File: config.mk
export PLATFORM = sky130hd
export DESIGN_NAME = ms_timer
export DESIGN_NICKNAME = d
export VERILOG_FILES = /design/src/rtl/tm_pkg.sv /design/src/rtl/tm_prescaler.sv /design/src/rtl/tm_compare.sv /design/src/rtl/tm_counter.sv /design/src/rtl/ms_timer.sv
export SDC_FILE = /design/constraint.sdc
export NUM_CORES = 1
export LEC_CHECK = 0
export ABC_CLOCK_PERIOD_IN_PS = 6900
export BUFFER_PORTS_ARGS = -buffer_cell sky130_fd_sc_hd__buf_4
export CAP_MARGIN = 0
export CORE_MARGIN = 1.5
export CORE_UTILIZATION = 52
export DETAILED_ROUTE_END_ITERATION = 8
export PLACE_DENSITY = 0.8
export SYNTH_ARGS = -nofsm -noshare
export SYNTH_HDL_FRONTEND = slang
export SYNTH_SLANG_ARGS = --single-unit
export TNS_END_PERCENT = 100
File: constraint.sdc
create_clock -name clk -period 6.9 [get_ports clk]
set_clock_uncertainty 0.2 [all_clocks]
set_input_delay 0 -clock clk [delete_from_list [all_inputs] [get_ports clk]]
set_output_delay 0 -clock clk [all_outputs]
set_load 0.02 [all_outputs]
File: src/rtl/tm_pkg.sv
package tm_pkg;
    typedef enum logic [1:0] {
        SEL_NONE = 2'd0,
        SEL_CNT  = 2'd1,
        SEL_CMP  = 2'd2
    } tm_sel_e;
endpackage

File: src/rtl/tm_prescaler.sv
module tm_prescaler #(
    parameter int DIV = 1000
) (
    input  logic clk,
    input  logic rst_n,
    output logic tick_o
);
    localparam int PW = (DIV > 1) ? $clog2(DIV) : 1;
    localparam logic [PW-1:0] LAST = PW'(DIV - 1);

    typedef struct packed {
        logic [PW-1:0] pre;
    } pre_st_t;

    pre_st_t st_d, st_q;

    always_comb begin
        st_d = st_q;
        if (st_q.pre == LAST) begin
            st_d.pre = '0;
        end else begin
            st_d.pre = st_q.pre + 1'b1;
        end
    end

    always_ff @(posedge clk) begin
        if (!rst_n) begin
            st_q <= '0;
        end else begin
            st_q <= st_d;
        end
    end

    assign tick_o = (st_q.pre == LAST);
endmodule

File: src/rtl/tm_compare.sv
module tm_compare #(
    parameter int CNT_W = 8
) (
    input  logic             clk,
    input  logic             rst_n,
    input  logic             wr_i,
    input  logic [CNT_W-1:0] wdata_i,
    output logic [CNT_W-1:0] cmp_o
);
    typedef struct packed {
        logic [CNT_W-1:0] cmp;
    } cmp_st_t;

    cmp_st_t st_d, st_q;

    always_comb begin
        st_d = st_q;
        if (wr_i) begin
            st_d.cmp = wdata_i;
        end
    end

    always_ff @(posedge clk) begin
        if (!rst_n) begin
            st_q <= '0;
        end else begin
            st_q <= st_d;
        end
    end

    assign cmp_o = st_q.cmp;
endmodule

File: src/rtl/tm_counter.sv
module tm_counter #(
    parameter int CNT_W = 8
) (
    input  logic             clk,
    input  logic             rst_n,
    input  logic             tick_i,
    input  logic             wr_i,
    input  logic [CNT_W-1:0] wdata_i,
    input  logic [CNT_W-1:0] cmp_i,
    output logic [CNT_W-1:0] cnt_o,
    output logic             irq_o
);
    typedef struct packed {
        logic [CNT_W-1:0] cnt;
        logic             irq;
    } cnt_st_t;

    cnt_st_t          st_d, st_q;
    logic [CNT_W-1:0] step;

    always_comb begin
        st_d     = st_q;
        st_d.irq = 1'b0;
        step     = st_q.cnt + 1'b1;
        if (wr_i) begin
            st_d.cnt = wdata_i;
        end else if (tick_i) begin
            st_d.cnt = step;
            st_d.irq = (step == cmp_i);
        end
    end

    always_ff @(posedge clk) begin
        if (!rst_n) begin
            st_q <= '0;
        end else begin
            st_q <= st_d;
        end
    end

    assign cnt_o = st_q.cnt;
    assign irq_o = st_q.irq;
endmodule

File: src/rtl/ms_timer.sv
module ms_timer #(
    parameter int              CLK_HZ  = 50_000_000,
    parameter int              TICK_HZ = 1000,
    parameter int              ADDR_W  = 8,
    parameter int              DATA_W  = 32,
    parameter int              CNT_W   = 8,
    parameter logic [ADDR_W-1:0] CNT_OFS = 8'h08,
    parameter logic [ADDR_W-1:0] CMP_OFS = 8'h0C
) (
    input  logic              clk,
    input  logic              rst_n,
    input  logic [ADDR_W-1:0] bus_addr,
    input  logic              bus_wr,
    input  logic              bus_rd,
    input  logic [DATA_W-1:0] bus_wdata,
    output logic [DATA_W-1:0] bus_rdata,
    output logic              irq_pulse
);
    import tm_pkg::*;

    localparam int DIV = CLK_HZ / TICK_HZ;

    tm_sel_e          sel;
    logic             tick;
    logic             cnt_wr;
    logic             cmp_wr;
    logic [CNT_W-1:0] wbyte;
    logic [CNT_W-1:0] cnt_val;
    logic [CNT_W-1:0] cmp_val;
    logic             unused_wdata;

    always_comb begin
        if (bus_addr == CNT_OFS) begin
            sel = SEL_CNT;
        end else if (bus_addr == CMP_OFS) begin
            sel = SEL_CMP;
        end else begin
            sel = SEL_NONE;
        end
    end

    assign cnt_wr       = bus_wr && (sel == SEL_CNT);
    assign cmp_wr       = bus_wr && (sel == SEL_CMP);
    assign wbyte        = bus_wdata[CNT_W-1:0];
    assign unused_wdata = ^bus_wdata[DATA_W-1:CNT_W];

    tm_prescaler #(.DIV(DIV)) u_pre (
        .clk    (clk),
        .rst_n  (rst_n),
        .tick_o (tick)
    );

    tm_compare #(.CNT_W(CNT_W)) u_cmp (
        .clk     (clk),
        .rst_n   (rst_n),
        .wr_i    (cmp_wr),
        .wdata_i (wbyte),
        .cmp_o   (cmp_val)
    );

    tm_counter #(.CNT_W(CNT_W)) u_cnt (
        .clk     (clk),
        .rst_n   (rst_n),
        .tick_i  (tick),
        .wr_i    (cnt_wr),
        .wdata_i (wbyte),
        .cmp_i   (cmp_val),
        .cnt_o   (cnt_val),
        .irq_o   (irq_pulse)
    );

    always_comb begin
        bus_rdata = '0;
        if (bus_rd) begin
            case (sel)
                SEL_CNT: bus_rdata[CNT_W-1:0] = cnt_val;
                SEL_CMP: bus_rdata[CNT_W-1:0] = cmp_val;
                default: bus_rdata = '0;
            endcase
        end
    end
endmodule

==> results of run 1 <==
## worst paths after layout
path,to,cells after the start,start
hold / removal,bus_rdata[4],3,bus_rd
setup / recovery,u_cnt.cnt_o[0],5,u_pre.st_q[7]
hold reg to reg,u_pre.st_q[0],1,u_pre.st_q[0]
setup reg to reg,u_cnt.cnt_o[0],5,u_pre.st_q[7]
## layout by cell type, fill, tap and decap left out, types with 11 or more instances in the layout
cell type,instances
nand3_1,16
o21ai_0,18
nor2_1,18
a21oi_1,12
dfxtp_1,33
buf_4,28
xnor2_1,14
conb_1,24
dlygate4sd3_1,28
nand2_1,16
or3_1,11
## flip-flops by register name, indices dropped and copies added (netlist names)
name,flops
u_pre.st_q,16
u_cnt.cnt_o,8
u_cmp.cmp_o,8
u_cnt.irq_o,1
## layer usage
layer,GRT usage,up-vias
met2,0.375,82
met5,0,-
li1,-,943
met1,0.315,858
met4,0.0984,0
met3,0.0434,11
## cells by family after synthesis
family                     share of synthesized area
AOI/OAI and AO/OA                              0.150
DFF                                            0.333
muxes                                         0.0101
xor gates and xnor gates                      0.0883
and+or+nand+nor                                0.278
adders and majority gates                     0.0126
other                                        0.00189
buffers and inverters                          0.126
## critical path: cells and delay by family, from the launching register on
kind / cells / cell delay, ns
compound gates: 1 / 0.22
xor+xnor: 1 / 0.23
buf+inv: 1 / 0.57
flops: 1 / 0.34
simple gates: 2 / 1.27
## metrics by stage
step	setup WS [ns]	hold slack, ns
finish	4.02	0.205
global route	3.86	0.219
CTS	4.02	0.193
detailed placement	4.22	0.0846
global placement	4.23	0.0768
floorplan	4.58	-0.0481
## final cells by class
type | count | area (um2)
tap | 48 | 60.1
clock buffer | 5 | 68.8
multi-input combinational | 200 | 1160
clock inverter | 3 | 17.5
inverter | 6 | 22.5
timing repair buffer | 56 | 490
fill | 284 | 1180
sequential | 33 | 661
## power by group
| group | switching (W) | internal (W) | leakage [nW] | total, W |
|---|---|---|---|---|
| Combinational | 0.0000230 | 0.0000142 | 0.572 | 0.0000372 |
| Clock | 0.0000745 | 0.0000695 | 0.0439 | 0.000144 |
| Sequential | 0.00000182 | 0.000192 | 0.266 | 0.000194 |
| Total | 0.0000993 | 0.000276 | 0.882 | 0.000375 |
==> flow_summary.json, run 1 <==
{
  "num_rows": 22,
  "hold_class": "primary input to primary output",
  "status": "finished clean",
  "pin_count": 77,
  "clock_sinks": 33,
  "slew-limit-headroom": 0.564,
  "post-route-period-util": 0.417,
  "cts_buffers": 5,
  "crit_type": "flop to flop",
  "hold_viol": 0,
  "grt_pass1_wl_mm": 7.69,
  "grt_max_degree": 17,
  "cts_setup_buffers": 0,
  "slew_violations": 0,
  "crit_path_top_delay_cell": "or4_1",
  "ys.flop_type": "dfxtp_1",
  "vias": 1894,
  "p_leak_nw": 0.882,
  "cts_tree": "yes",
  "met3_length_um": 303,
  "fin_cells": 351,
  "cp_slowest_stage_delay_ns": 0.73,
  "cts_buffer_depth": 2,
  "ys_warn_count": 0,
  "route.detailed.drc": 0,
  "finalCriticalPeriod_ns": 2.88,
  "insertedDiodeCount": 0,
  "yosys.area.top_type_share": 0.333,
  "postPlaceCellArea_um2": 2110,
  "die-height_um": 64.8,
  "setup_viol": 0,
  "hpwl_mm": 2.93,
  "post_cts_resized": 0,
  "syn-instance-count": 252,
  "cp_max_fo": 11,
  "cts_root_buf": "clkbuf_8",
  "tightest_slew_ns": 0.651,
  "die_width_um": 64.8,
  "clk_latency_ns": 0.29,
  "worstPathCellList": "or4_1 > or4_1 > xor2_1 > a211oi_1 > dlygate4sd3_1",
  "highest_layer": "met4",
  "crit_path_end_kind": "flop",
  "yosysSeqAreaShare": 0.333,
  "finalSetupTns_ns": 0,
  "routed-wl-met2_mm": 2.24,
  "io_buffers": 28,
  "synth.most_common_cell": "dfxtp_1",
  "fin_util": 0.677,
  "clock.fmax_ghz": 0.348,
  "finalInstanceArea_um2": 2480,
  "worstSetupStartpointType": "flop",
  "placed_cells": 315,
  "avgSynthCellArea_um2": 7.87,
  "worst_ep_arrival_time_ns": 2.91,
  "antenna_left": 0,
  "postCtsHoldBufs": 28,
  "synthArstFlopShare": 0,
  "syn_to_final_growth_pct": 25.0,
  "start_util": 0.542,
  "grt-ovfl-total": 0,
  "crit_required_ns": 6.94,
  "synth-seq-cells": 33,
  "ys_top_cells_by_count": "33 x dfxtp_1, 24 x buf_4, 18 x nor2_1, 18 x o21ai_0",
  "die-area_um2": 4190,
  "synth_area_leaders": "dfxtp_1 33%, buf_4 9.1%, xnor2_1 6.2%, o21ai_0 4.5%, nand3_1 4.0%",
  "ir_drop_v": 0.000125,
  "syn_area_um2": 1980,
  "h-tree-depth": 2,
  "core_um2": 3660,
  "grt_pass1_vias": 1650,
  "powerDensity_nw_per_um2": 151,
  "wirelength_mm": 4.73,
  "drive_gt1_frac": 0.132,
  "wl_per_cell_um": 13.5,
  "drv_cap": 0,
  "antenna_found_initial": 0,
  "globalplace.congestion": 0.777,
  "grt_use_total": 0.236,
  "synth_cell_types": 36,
  "vias_per_cell": 5.40,
  "wl_met1_mm": 2.09,
  "dr.first_iter.drc_count": 124,
  "num-nets-final": 348,
  "clk_pin_slew_ns": 0.07,
  "rsz0062_at_grt": "false",
  "regToRegSetupSlack_ns": 4.02,
  "path_common_cell": "or4_1",
  "yosysTopAreaCell": "dfxtp_1",
  "synth_edf_count": 0,
  "firstDrtPassIters": 5,
  "finalPower_w": 0.000375
}
No activity file was read; power rests on OpenSTA's default activity.
==> run 2: changes to the inputs <==
--- a/config.mk
+++ b/config.mk
@@ -5,13 +5,13 @@
 export SDC_FILE = /design/constraint.sdc
 export NUM_CORES = 1
 export LEC_CHECK = 0
-export ABC_CLOCK_PERIOD_IN_PS = 6900
+export ABC_CLOCK_PERIOD_IN_PS = 2420
 export BUFFER_PORTS_ARGS = -buffer_cell sky130_fd_sc_hd__buf_4
 export CAP_MARGIN = 0
 export CORE_MARGIN = 1.5
-export CORE_UTILIZATION = 52
+export CORE_UTILIZATION = 44
 export DETAILED_ROUTE_END_ITERATION = 8
-export PLACE_DENSITY = 0.8
+export PLACE_DENSITY = 0.72
 export SYNTH_ARGS = -nofsm -noshare
 export SYNTH_HDL_FRONTEND = slang
 export SYNTH_SLANG_ARGS = --single-unit
==> constraint.sdc (replaced) <==
create_clock -name clk -period 2.42 [get_ports clk]
set_clock_uncertainty 0.2 [all_clocks]
set_input_delay 0 -clock clk [delete_from_list [all_inputs] [get_ports clk]]
set_output_delay 0 -clock clk [all_outputs]
set_load 0.02 [all_outputs]
==> flow_summary.json, run 2 (synthesis gave the netlist of run 1 again) <==
{
  "grt_max_degree": 17,
  "die-area_um2": 4920,
  "globalplace.congestion": 0.816,
  "regArea_um2": 661,
  "insertedDiodeCount": 0,
  "route.detailed.drc": 0,
  "postPlaceCellArea_um2": 2220,
  "num_rows": 24,
  "clock_sinks": 33,
  "clk_pin_slew_ns": 0.07,
  "clk_latency_ns": 0.28,
  "vias_per_cell": 5.31,
  "n_fill_cell": 389,
  "die-height_um": 70.1,
  "ir_drop_v": 0.000374,
  "worstPathCellList": "or4_4 > or4_1 > or3_1 > a31oi_1",
  "cts_buffers": 5,
  "powerDensity_nw_per_um2": 423,
  "num-nets-final": 352,
  "grt_use_total": 0.183,
  "grt_pass1_wl_mm": 7.21,
  "finalInstanceArea_um2": 2510,
  "slew-limit-headroom": 0.623,
  "syn_to_final_growth_pct": 26.6,
  "status": "finished clean",
  "worst_ep_arrival_time_ns": 2.40,
  "finalCriticalPeriod_ns": 2.40,
  "finalSetupTns_ns": 0,
  "tightest_slew_ns": 0.565,
  "multi_input_area_um2": 1170,
  "wirelength_mm": 4.50,
  "core_um2": 4350,
  "drive_gt1_frac": 0.173,
  "slew_violations": 0,
  "clock.fmax_ghz": 0.417,
  "regToRegSetupSlack_ns": 0.02,
  "grt_pass1_vias": 1603,
  "crit_path_top_delay_cell": "or4_1",
  "cts_buffer_depth": 2,
  "fin_util": 0.576,
  "mostFrequentLayoutCell": "buf_4",
  "hold_viol": 0,
  "cp_max_fo": 6,
  "dr.first_iter.drc_count": 141,
  "pin_count": 77,
  "wl_per_cell_um": 12.5,
  "antenna_left": 0,
  "largest_reg_flops": 16,
  "hold_class": "primary input to flop",
  "cts_tree": "yes",
  "die_width_um": 70.1,
  "hpwl_mm": 3.16,
  "fin_cells": 359,
  "vias": 1905,
  "start_util": 0.455,
  "rsz0062_at_grt": "false",
  "placed_cells": 331,
  "r2r_cells": 4,
  "grt-ovfl-total": 0,
  "antenna_found_initial": 0,
  "layout_common_cells": "39 x buf_4, 33 x dfxtp_1, 24 x conb_1",
  "crit_path_end_kind": "flop",
  "cts_root_buf": "clkbuf_8",
  "drv_cap": 0,
  "h-tree-depth": 2,
  "largest-register": "u_pre.st_q",
  "firstDrtPassIters": 4,
  "crit_required_ns": 2.42,
  "finalPower_w": 0.00106,
  "p_leak_nw": 0.888,
  "io_buffers": 28,
  "whs_path_depth": 5,
  "crit_type": "flop to flop",
  "cp_slowest_stage_delay_ns": 0.67,
  "worstSetupStartpointType": "flop",
  "post-route-period-util": 0.991,
  "setup_viol": 0
}
[run 2: cell count changes in the layout (fill, tap and decap cells not counted), sizes merged]
| cell | change |
|---|---|
| buf | +12 |
| clkbuf | +1 |
| dlygate4sd3 | -8 |
| clkinvlp | -1 |
[run 2: path summary, 6_finish.rpt]
path,startpoint,to
setup / recovery,u_pre.st_q[7],u_cnt.cnt_o[7]
hold / removal,bus_addr[0],u_cnt.cnt_o[0]
setup reg to reg,u_pre.st_q[7],u_cnt.cnt_o[7]
hold reg to reg,u_pre.st_q[0],u_pre.st_q[0]
[run 2: cell type report]
cell class / count / area share
Clock buffer: 6 / 0.0289
Clock inverter: 2 / 0.00399
Inverter: 6 / 0.00897
Multi-Input combinational cell: 200 / 0.465
Sequential cell: 33 / 0.263
Tap cell: 52 / 0.0259
Timing Repair Buffer: 60 / 0.204
[run 2: stage by stage]
stage	hold WS [ns]	setup slack, ns
2_1_floorplan	-0.0481	0.0982
3_3_place_gp	0.0786	0.0429
3_5_place_dp	0.0860	0.0199
4_1_cts	0.0415	0.00839
5_1_grt	0.0737	0.00443
6_report	0.0526	0.0227
[run 2: what timing repair did]
action | 4_1_cts | 5_1_grt
setup endpoints to repair | 1 | 3
hold buffers | 20 | 0
hold endpoints to repair | 18 | 0
gates resized for setup | 1 | 1
pin swaps | 0 | 1
setup buffers | 0 | 0
[run 2: where the power goes]
| group | switching [W] | total, W | internal [W] | leakage (nW) |
|---|---|---|---|---|
| Sequential | 0.00000489 | 0.000553 | 0.000548 | 0.266 |
| Clock | 0.000199 | 0.000398 | 0.000199 | 0.0450 |
| Combinational | 0.0000647 | 0.000111 | 0.0000461 | 0.577 |
[run 2: per-layer routing]
| metal | wire, um | GRT usage | share of wire |
|---|---|---|---|
| met1 | 2040 | 0.257 | 0.45 |
| met2 | 2100 | 0.279 | 0.47 |
| met3 | 307 | 0.0390 | 0.068 |
| met4 | 42 | 0.0577 | 0.0093 |
| met5 | 0 | 0 | 0 |
[run 2: critical path: cells and delay by family, from the launching register on]
kind | cells | cell delay, ns
AO/OA/AOI/OAI | 1 | 0.19
flip-flops | 1 | 0.32
AND/OR/NAND/NOR | 3 | 1.61
==> run 3: changes to the inputs <==
--- a/config.mk
+++ b/config.mk
@@ -12,6 +12,7 @@
 export CORE_UTILIZATION = 44
 export DETAILED_ROUTE_END_ITERATION = 8
 export PLACE_DENSITY = 0.72
+export REMOVE_ABC_BUFFERS = 1
 export SYNTH_ARGS = -nofsm -noshare
 export SYNTH_HDL_FRONTEND = slang
 export SYNTH_SLANG_ARGS = --single-unit
==> flow_summary.json, run 3 (synthesis gave the netlist of run 1 again) <==
{
  "cts_setup_buffers": 0,
  "setup_viol": 0,
  "ir_drop_v": 0.000390,
  "grt-ovfl-total": 0,
  "cts_buffer_depth": 2,
  "cp_slowest_stage_delay_ns": 0.56,
  "n_fill_cell": 370,
  "powerDensity_nw_per_um2": 500,
  "status": "finished clean",
  "setup_ws_ns": 0.0975,
  "start_util": 0.455,
  "finalCriticalPeriod_ns": 2.32,
  "firstDrtPassIters": 4,
  "worst_ep_arrival_time_ns": 2.34,
  "die-height_um": 70.1,
  "clock_sinks": 33,
  "crit_path_top_delay_cell": "or4_1",
  "finalSetupTns_ns": 0,
  "multi_input_area_um2": 1170,
  "p_leak_nw": 0.913,
  "critPathLaunch": "u_pre.st_q[7]",
  "drv_cap": 0,
  "crit_path_end_kind": "flop",
  "dp_slack_ns": -0.0154,
  "postPlaceCellArea_um2": 2220,
  "whs_ns": 0.0502,
  "cts_buffers": 5,
  "regArea_um2": 661,
  "wirelength_mm": 4.60,
  "cts_root_buf": "clkbuf_8",
  "io_buffers": 28,
  "fin_cells": 359,
  "grt_pass1_vias": 1652,
  "grt_use_total": 0.188,
  "worstSetupStartpointType": "flop",
  "whs_path_depth": 4,
  "hold_class": "primary input to flop",
  "clock.fmax_ghz": 0.431,
  "insertedDiodeCount": 0,
  "placed_cells": 331,
  "die_width_um": 70.1,
  "worstPathCellList": "or4_1 > or4_4 > buf_4 > or3_1 > a31oi_1",
  "min_from": "bus_wr",
  "drive_gt1_frac": 0.176,
  "num_rows": 24,
  "slew_violations": 0,
  "num-nets-final": 352,
  "crit_required_ns": 2.43,
  "globalplace.congestion": 0.884,
  "syn_to_final_growth_pct": 29.1,
  "r2r_cells": 5,
  "crit_type": "flop to flop",
  "core_um2": 4350,
  "antenna_found_initial": 0,
  "route.detailed.drc": 0,
  "clk_latency_ns": 0.28,
  "pin_count": 77,
  "rsz0062_at_grt": "false",
  "antenna_left": 0,
  "finalInstanceArea_um2": 2560,
  "vias": 1934,
  "h-tree-depth": 2,
  "slew-limit-headroom": 0.556,
  "largest-register": "u_pre.st_q",
  "hold_viol": 0,
  "vias_per_cell": 5.39,
  "layout_common_cells": "39 x buf_4, 33 x dfxtp_1, 24 x conb_1",
  "post-route-period-util": 0.960,
  "clk_pin_slew_ns": 0.07,
  "die-area_um2": 4920,
  "largest_reg_flops": 16,
  "grt_pass1_wl_mm": 7.42,
  "wl_per_cell_um": 12.8,
  "grt_max_degree": 17,
  "cp_max_fo": 10,
  "mostFrequentLayoutCell": "buf_4",
  "r2r-start": "u_pre.st_q[7]",
  "hpwl_mm": 3.23,
  "cts_tree": "yes",
  "dr.first_iter.drc_count": 139,
  "tightest_slew_ns": 0.664
}
## run 3: report_power, final
part	total (W)	switching [W]	internal (W)
Combinational	0.000113	0.0000665	0.0000467
Sequential	0.000551	0.00000388	0.000548
Clock	0.000615	0.000206	0.000409
## run 3: path summary, 6_finish.rpt
kind	endpoint	slack [ns]
hold reg to reg	u_pre.st_q[0]	0.26
setup / recovery	u_cnt.cnt_o[2]	0.1
hold / removal	u_cnt.cnt_o[0]	0.05
setup reg to reg	u_cnt.cnt_o[2]	0.1
## run 3: routing by layer
layer / global-route usage / up-vias / routed length [um]
li1: - / 950 / -
met1: 0.260 / 892 / 2050
met2: 0.286 / 87 / 2220
met3: 0.0361 / 5 / 290
met4: 0.0833 / 0 / 35
met5: 0 / - / 0
## run 3: worst max-delay path: cells and delay by family (launching register included)
kind                   cells  cell delay (ns)
buffers and inverters      1             0.19
DFF                        1             0.31
AOI/OAI and AO/OA          1             0.15
and+or+nand+nor            3             1.40
## run 3: area by class of cell
cell class | count | area share
timing repair buffer | 60 | 0.200
sequential | 33 | 0.258
clock inverter | 3 | 0.0254
inverter | 6 | 0.00879
clock buffer | 5 | 0.0269
multi-input combinational | 200 | 0.455
tap | 52 | 0.0254
## run 3: through the flow
stage                     power, W   util
final                      0.00128  0.588
after global routing       0.00132  0.588
after CTS                  0.00129  0.587
after detailed placement  0.000662  0.510
after global placement    0.000661  0.510
after floorplan           0.000616      -
## run 3: what timing repair did
action	in CTS	in global routing
pin swaps	1	0
hold buffers	20	0
endpoints found under the hold margin	20	0
setup endpoints to repair	1	1
resized for setup	1	1
